$ cat src/rtl/cps_pkg.sv
package cps_pkg;

   typedef enum logic [1:0] {
      PS_READY  = 2'd0,
      PS_NAP    = 2'd1,
      PS_DEEP   = 2'd2,
      PS_WAKING = 2'd3
   } pwr_state_t;

   localparam int unsigned NUM_STATES  = 4;
   localparam int unsigned NUM_DOMAINS = 3;
   localparam int unsigned DOM_LOGIC   = 0;
   localparam int unsigned DOM_REF     = 1;
   localparam int unsigned DOM_BIAS    = 2;

   // domain power policy per state
   function automatic logic domain_on(input int unsigned dom, input pwr_state_t st);
      logic on;
      case (st)
         PS_READY, PS_WAKING: on = 1'b1;
         PS_NAP:              on = (dom != DOM_BIAS);
         default:             on = 1'b0;
      endcase
      return on;
   endfunction

endpackage

$ cat src/rtl/cps_wake_timer.sv
module cps_wake_timer #(
   parameter int unsigned NAP_CYC   = 50,
   parameter int unsigned SLEEP_CYC = 2500000
) (
   input  logic clk,
   input  logic rst_n,
   input  logic load,
   input  logic deep,
   output logic done
);
   localparam int unsigned MAXC = (SLEEP_CYC > NAP_CYC) ? SLEEP_CYC : NAP_CYC;
   localparam int unsigned CW   = $clog2(MAXC + 1);
   localparam logic [CW-1:0] NAP_LD   = CW'(NAP_CYC - 1);
   localparam logic [CW-1:0] SLEEP_LD = CW'(SLEEP_CYC - 1);

   logic [CW-1:0] cnt_q;

   // reset loads the deep window so the first wake-up covers reference settling
   always_ff @(posedge clk or negedge rst_n) begin
      if (!rst_n)               cnt_q <= SLEEP_LD;
      else if (load)            cnt_q <= deep ? SLEEP_LD : NAP_LD;
      else if (cnt_q != '0)     cnt_q <= cnt_q - 1'b1;
   end

   assign done = (cnt_q == '0);
endmodule

$ cat src/rtl/cps_fsm.sv
module cps_fsm
   import cps_pkg::*;
(
   input  logic       clk,
   input  logic       rst_n,
   input  logic       shdn_n,
   input  logic       depth_shallow,
   input  logic       wake_done,
   output logic       load_wake,
   output logic       load_deep,
   output pwr_state_t state
);
   pwr_state_t state_q, state_d;
   pwr_state_t rest_pick;

   assign rest_pick = depth_shallow ? PS_NAP : PS_DEEP;

   always_comb begin
      state_d   = state_q;
      load_wake = 1'b0;
      load_deep = 1'b0;
      case (state_q)
         PS_READY: begin
            if (!shdn_n) state_d = rest_pick;
         end
         PS_NAP: begin
            if (shdn_n) begin
               state_d   = PS_WAKING;
               load_wake = 1'b1;
            end
         end
         PS_DEEP: begin
            if (shdn_n) begin
               state_d   = PS_WAKING;
               load_wake = 1'b1;
               load_deep = 1'b1;
            end
         end
         default: begin
            if (!shdn_n)        state_d = rest_pick;
            else if (wake_done) state_d = PS_READY;
         end
      endcase
   end

   always_ff @(posedge clk or negedge rst_n) begin
      if (!rst_n) state_q <= PS_WAKING;
      else        state_q <= state_d;
   end

   assign state = state_q;
endmodule

$ cat src/rtl/cps_strobe_gate.sv
module cps_strobe_gate
   import cps_pkg::*;
(
   input  logic       clk,
   input  logic       rst_n,
   input  logic       cnv_start_n,
   input  logic       shdn_n,
   input  pwr_state_t state,
   output logic       cnv_go
);
   logic prev_q;
   logic go_q;
   logic fall;
   logic accept;

   assign fall   = prev_q & ~cnv_start_n;
   // a pending shutdown outranks a simultaneous strobe
   assign accept = (state == PS_READY) & shdn_n;

   always_ff @(posedge clk or negedge rst_n) begin
      if (!rst_n) begin
         prev_q <= 1'b1;
         go_q   <= 1'b0;
      end else begin
         prev_q <= cnv_start_n;
         go_q   <= fall & accept;
      end
   end

   assign cnv_go = go_q;
endmodule

$ cat src/rtl/cps_domain_dec.sv
module cps_domain_dec
   import cps_pkg::*;
(
   input  pwr_state_t              state,
   output logic [NUM_DOMAINS-1:0]  dom_en,
   output logic [NUM_STATES-1:0]   status_oh
);
   for (genvar gd = 0; gd < NUM_DOMAINS; gd++) begin : g_dom
      assign dom_en[gd] = domain_on(gd, state);
   end

   for (genvar gs = 0; gs < NUM_STATES; gs++) begin : g_stat
      assign status_oh[gs] = (2'(state) == 2'(gs));
   end
endmodule

$ cat src/rtl/conv_power_seq.sv
module conv_power_seq
   import cps_pkg::*;
#(
   parameter int unsigned NAP_WAKE_CYC   = 50,
   parameter int unsigned SLEEP_WAKE_CYC = 2500000
) (
   input  logic       clk,
   input  logic       rst_n,
   input  logic       shdn_n,
   input  logic       depth_shallow,
   input  logic       cnv_start_n,
   output logic       logic_en,
   output logic       ref_en,
   output logic       bias_en,
   output logic       ready,
   output logic       cnv_go,
   output logic [3:0] status_oh
);
   if (NAP_WAKE_CYC < 1) begin : g_bad_nap
      $error("NAP_WAKE_CYC must be at least 1");
   end
   if (SLEEP_WAKE_CYC < NAP_WAKE_CYC) begin : g_bad_sleep
      $error("SLEEP_WAKE_CYC must not be shorter than NAP_WAKE_CYC");
   end

   pwr_state_t             state;
   logic                   wake_done;
   logic                   load_wake;
   logic                   load_deep;
   logic [NUM_DOMAINS-1:0] dom_en;
   logic [NUM_STATES-1:0]  stat;

   cps_fsm u_fsm (
      .clk           (clk),
      .rst_n         (rst_n),
      .shdn_n        (shdn_n),
      .depth_shallow (depth_shallow),
      .wake_done     (wake_done),
      .load_wake     (load_wake),
      .load_deep     (load_deep),
      .state         (state)
   );

   cps_wake_timer #(
      .NAP_CYC   (NAP_WAKE_CYC),
      .SLEEP_CYC (SLEEP_WAKE_CYC)
   ) u_timer (
      .clk   (clk),
      .rst_n (rst_n),
      .load  (load_wake),
      .deep  (load_deep),
      .done  (wake_done)
   );

   cps_strobe_gate u_gate (
      .clk         (clk),
      .rst_n       (rst_n),
      .cnv_start_n (cnv_start_n),
      .shdn_n      (shdn_n),
      .state       (state),
      .cnv_go      (cnv_go)
   );

   cps_domain_dec u_dec (
      .state     (state),
      .dom_en    (dom_en),
      .status_oh (stat)
   );

   assign logic_en  = dom_en[DOM_LOGIC];
   assign ref_en    = dom_en[DOM_REF];
   assign bias_en   = dom_en[DOM_BIAS];
   assign ready     = (state == PS_READY);
   assign status_oh = stat;
endmodule

$ cat config.mk
export PLATFORM = sky130hd
export DESIGN_NAME = conv_power_seq
export DESIGN_NICKNAME = d
export VERILOG_FILES = /design/src/rtl/cps_pkg.sv /design/src/rtl/cps_wake_timer.sv /design/src/rtl/cps_fsm.sv /design/src/rtl/cps_strobe_gate.sv /design/src/rtl/cps_domain_dec.sv /design/src/rtl/conv_power_seq.sv
export SDC_FILE = /design/constraint.sdc
export NUM_CORES = 1
export LEC_CHECK = 0
export ABC_AREA = 1
export BUFFER_PORTS_ARGS = -buffer_cell sky130_fd_sc_hd__buf_2
export CAP_MARGIN = 20
export CORE_ASPECT_RATIO = 0.8
export CORE_MARGIN = 8
export CORE_UTILIZATION = 50
export DETAILED_ROUTE_END_ITERATION = 8
export PLACE_DENSITY = 0.68
export SYNTH_ARGS = -nofsm -noshare
export SYNTH_HDL_FRONTEND = slang
export SYNTH_HIERARCHICAL = 1
export SYNTH_SLANG_ARGS = --single-unit
export TNS_END_PERCENT = 5
$ cat constraint.sdc
create_clock -name clk -period 4.1 [get_ports clk]
set_clock_uncertainty 0.2 [all_clocks]
set_input_delay 0.615 -clock clk [delete_from_list [all_inputs] [get_ports clk]]
set_output_delay 0.615 -clock clk [all_outputs]
set_load 0.02 [all_outputs]
==> impl_metrics.json <==
{
  "cts-root-buf": "clkbuf_8",
  "h-tree-depth": 1,
  "grt-ovfl-total": 0,
  "yosys.area_share.simple_pct": 37.3,
  "routed_wirelength_um": 3830,
  "synth_warnings": 6,
  "die-area_mm2": 0.00585,
  "vias_per_cell": 5.11,
  "grt_use_total_pct": 13.6,
  "synthMuxAreaShare_pct": 0,
  "drive_above_1_share_pct": 23.5,
  "p_comb_share_pct": 57.2,
  "cts_hold_buf": 0,
  "ys_ff_latch": 26,
  "setup_viol": 0,
  "avgSynthCellArea_um2": 7.48,
  "synthXorXnorAreaFrac_pct": 5.28,
  "layout_common_cells": "nand2_1 (62), nor2_1 (32), inv_1 (32), nand3_1 (19), dfstp_2 (15)",
  "clk_latency_ns": 0.27,
  "final_common_cell": "nand2_1",
  "rows": 19,
  "whs_ns": 0.128,
  "antenna_cells": 0,
  "utilization_pct": 56.0,
  "status": "complete, no violations",
  "slew-limit-headroom_pct": 61.7,
  "cts_buffers": 3,
  "fin_crit_sh_pct": 60.9,
  "cts_tree": "built",
  "syn_to_final_growth_pct": 6.44,
  "netSwitchingFraction_pct": 49.2,
  "ant_nets": 0,
  "io_buffers": 13,
  "drtPass1Iterations": 4,
  "finalWorstSetupSlack_ns": 1.60,
  "synth_fa_ha_area_share_pct": 6.17,
  "end_kind": "flip-flop",
  "core_area_mm2": 0.00347,
  "syn-num-nets": 258,
  "hp-class": "input pin to asynchronous set/reset pin",
  "fillers": 342,
  "postCtsSetupBuffers": 0,
  "final_cell_area_mm2": 0.00194,
  "synth.distinct_cells": 29,
  "num_io_pins": 14,
  "final_nets": 270,
  "synth_top_family_by_area": "simple AND/OR/NAND/NOR gates",
  "tns_ns": 0,
  "drv_slew": 0,
  "gp_congestion": 0.869,
  "drc": 0,
  "p_leak_uw": 0.00103,
  "initialDrtViolationCount": 93,
  "powerDensity_mw_per_mm2": 769,
  "hpwl_um": 2970,
  "worst_ep_required_time_ns": 4.10,
  "worst_pin_slew_ns": 0.575,
  "placedInstanceArea_mm2": 0.00189,
  "wl_per_cell_um": 12.9,
  "antenna_found_initial": 0,
  "seq_power_share_pct": 31.9,
  "cts.sinks": 26,
  "intPower_uw": 760,
  "ys_seq_area_share_pct": 36.7,
  "initial_core_util_pct": 52.6,
  "worst-path-max-fanout": 12,
  "grt_first_pass_wirelength_um": 6780,
  "max_clock_freq_ghz": 0.400,
  "worstPathArrival_ns": 2.49,
  "dp_slack_ns": 1.65,
  "critical_path_class": "flip-flop to flip-flop",
  "synth-compound-area-share_pct": 4.59,
  "postSynthCellCount": 244,
  "fin_crit_ns": 2.50,
  "drv_cap": 0,
  "synthesis.area_mm2": 0.00183,
  "clockPowerShare_pct": 10.9,
  "hold_violations": 0,
  "grt_pass1_vias": 1407,
  "dieWidth_um": 83.6,
  "ir_worst_vdd_mv": 0.395,
  "clkTransAtPathRegs_ns": 0.09,
  "post_cts_resize_count": 0,
  "start_kind": "flip-flop",
  "grt_max_degree": 27,
  "vias": 1519,
  "die_h_um": 70.0,
  "grt_setup_unrepaired": "false",
  "clockBufferDepth": 2,
  "p_sw_uw": 736
}
[cell type report]
type	instances	area [um^2]	area share (%)
Multi-Input combinational cell	178	973	50.1
Sequential cell	26	669	34.4
Inverter	34	128	6.57
Timing Repair Buffer	13	65.1	3.35
Clock buffer	4	55.1	2.83
Tap cell	42	52.6	2.70
[power by group through the flow]
stage | Clock (uW) | Combinational (uW) | Sequential (uW)
final | 164 | 855 | 477
after floorplan | 0 | 709 | 453
after global routing | 179 | 982 | 490
after global placement | 0 | 841 | 477
after detailed placement | 0 | 846 | 480
after CTS | 169 | 852 | 475
[worst paths after layout]
check / start / endpoint / slack, ns / cells past startpoint
max in group asynchronous: rst_n / u_timer/cnt_q[7]$_DFFE_PN1P_ / 3.18 / 1
min reg2reg: u_gate/prev_q$_DFF_PN1_ / u_gate/cnv_go$_DFF_PN0_ / 0.31 / 2
max: u_fsm/state[1]$_DFFE_PN1P_ / u_timer/cnt_q[1]$_DFFE_PN1P_ / 1.60 / 8
min in group clk: cnv_start_n / u_gate/prev_q$_DFF_PN1_ / 0.25 / 1
max reg2reg: u_fsm/state[1]$_DFFE_PN1P_ / u_timer/cnt_q[1]$_DFFE_PN1P_ / 1.60 / 8
min: rst_n / u_timer/cnt_q[15]$_DFFE_PN0P_ / 0.13 / 1
[registers in the layout, summed over array words and instances (netlist names)]
name,cells
u_timer/cnt_q,22
u_fsm/state,2
u_gate/cnv_go,1
u_gate/prev_q,1
[synthesized netlist by cell type (all sizes together)]
master   n  area share, %
dfrtp   11             15
nand2   67             14
buf      5            2.8
or2      2           0.69
dfstp   15             22
nand3   20            6.2
nand4    6            2.1
a21oi    7            2.9
clkbuf   1           0.21
xor2     9            4.3
inv     34            7.0
xnor2    2           0.96
ha       9            6.2
o21ai    6            1.6
nor2    44             12
nor3     6            2.2
[worst max-delay path: stages (launching register included)]
cell     delay [ns]
dfstp_2        0.64
inv_1          0.07
ha_1           0.31
nand2_1        0.06
inv_1          0.39
nand2_1        0.43
o21ai_0        0.18
nand2_1        0.07
o21ai_1        0.08
[kinds of logic (layout without fill, tap and decap cells)]
logic type	Yosys count	count (layout)
xor gates and xnor gates	11	11
and+or+nand+nor	145	145
adders and majority gates	9	9
AOI/OAI and AO/OA	13	13
DFF	26	26
buffers and inverters	40	51
[per-stage QoR]
step | std cells | total power, uW
floorplan | 244 | 1160
global placement | 293 | 1320
detailed placement | 293 | 1330
CTS | 297 | 1500
global route | 297 | 1650
finish | 297 | 1500
[layer usage]
| metal | vias up | GRT usage [%] | wire length, um |
|---|---|---|---|
| met3 | 6 | 3.82 | 246 |
| met2 | 49 | 19.7 | 1580 |
| met1 | 681 | 19.6 | 1970 |
| li1 | 783 | - | - |
| met4 | 0 | 2.29 | 31 |
| met5 | - | 0 | 0 |
(Power assumes the default switching activity.)
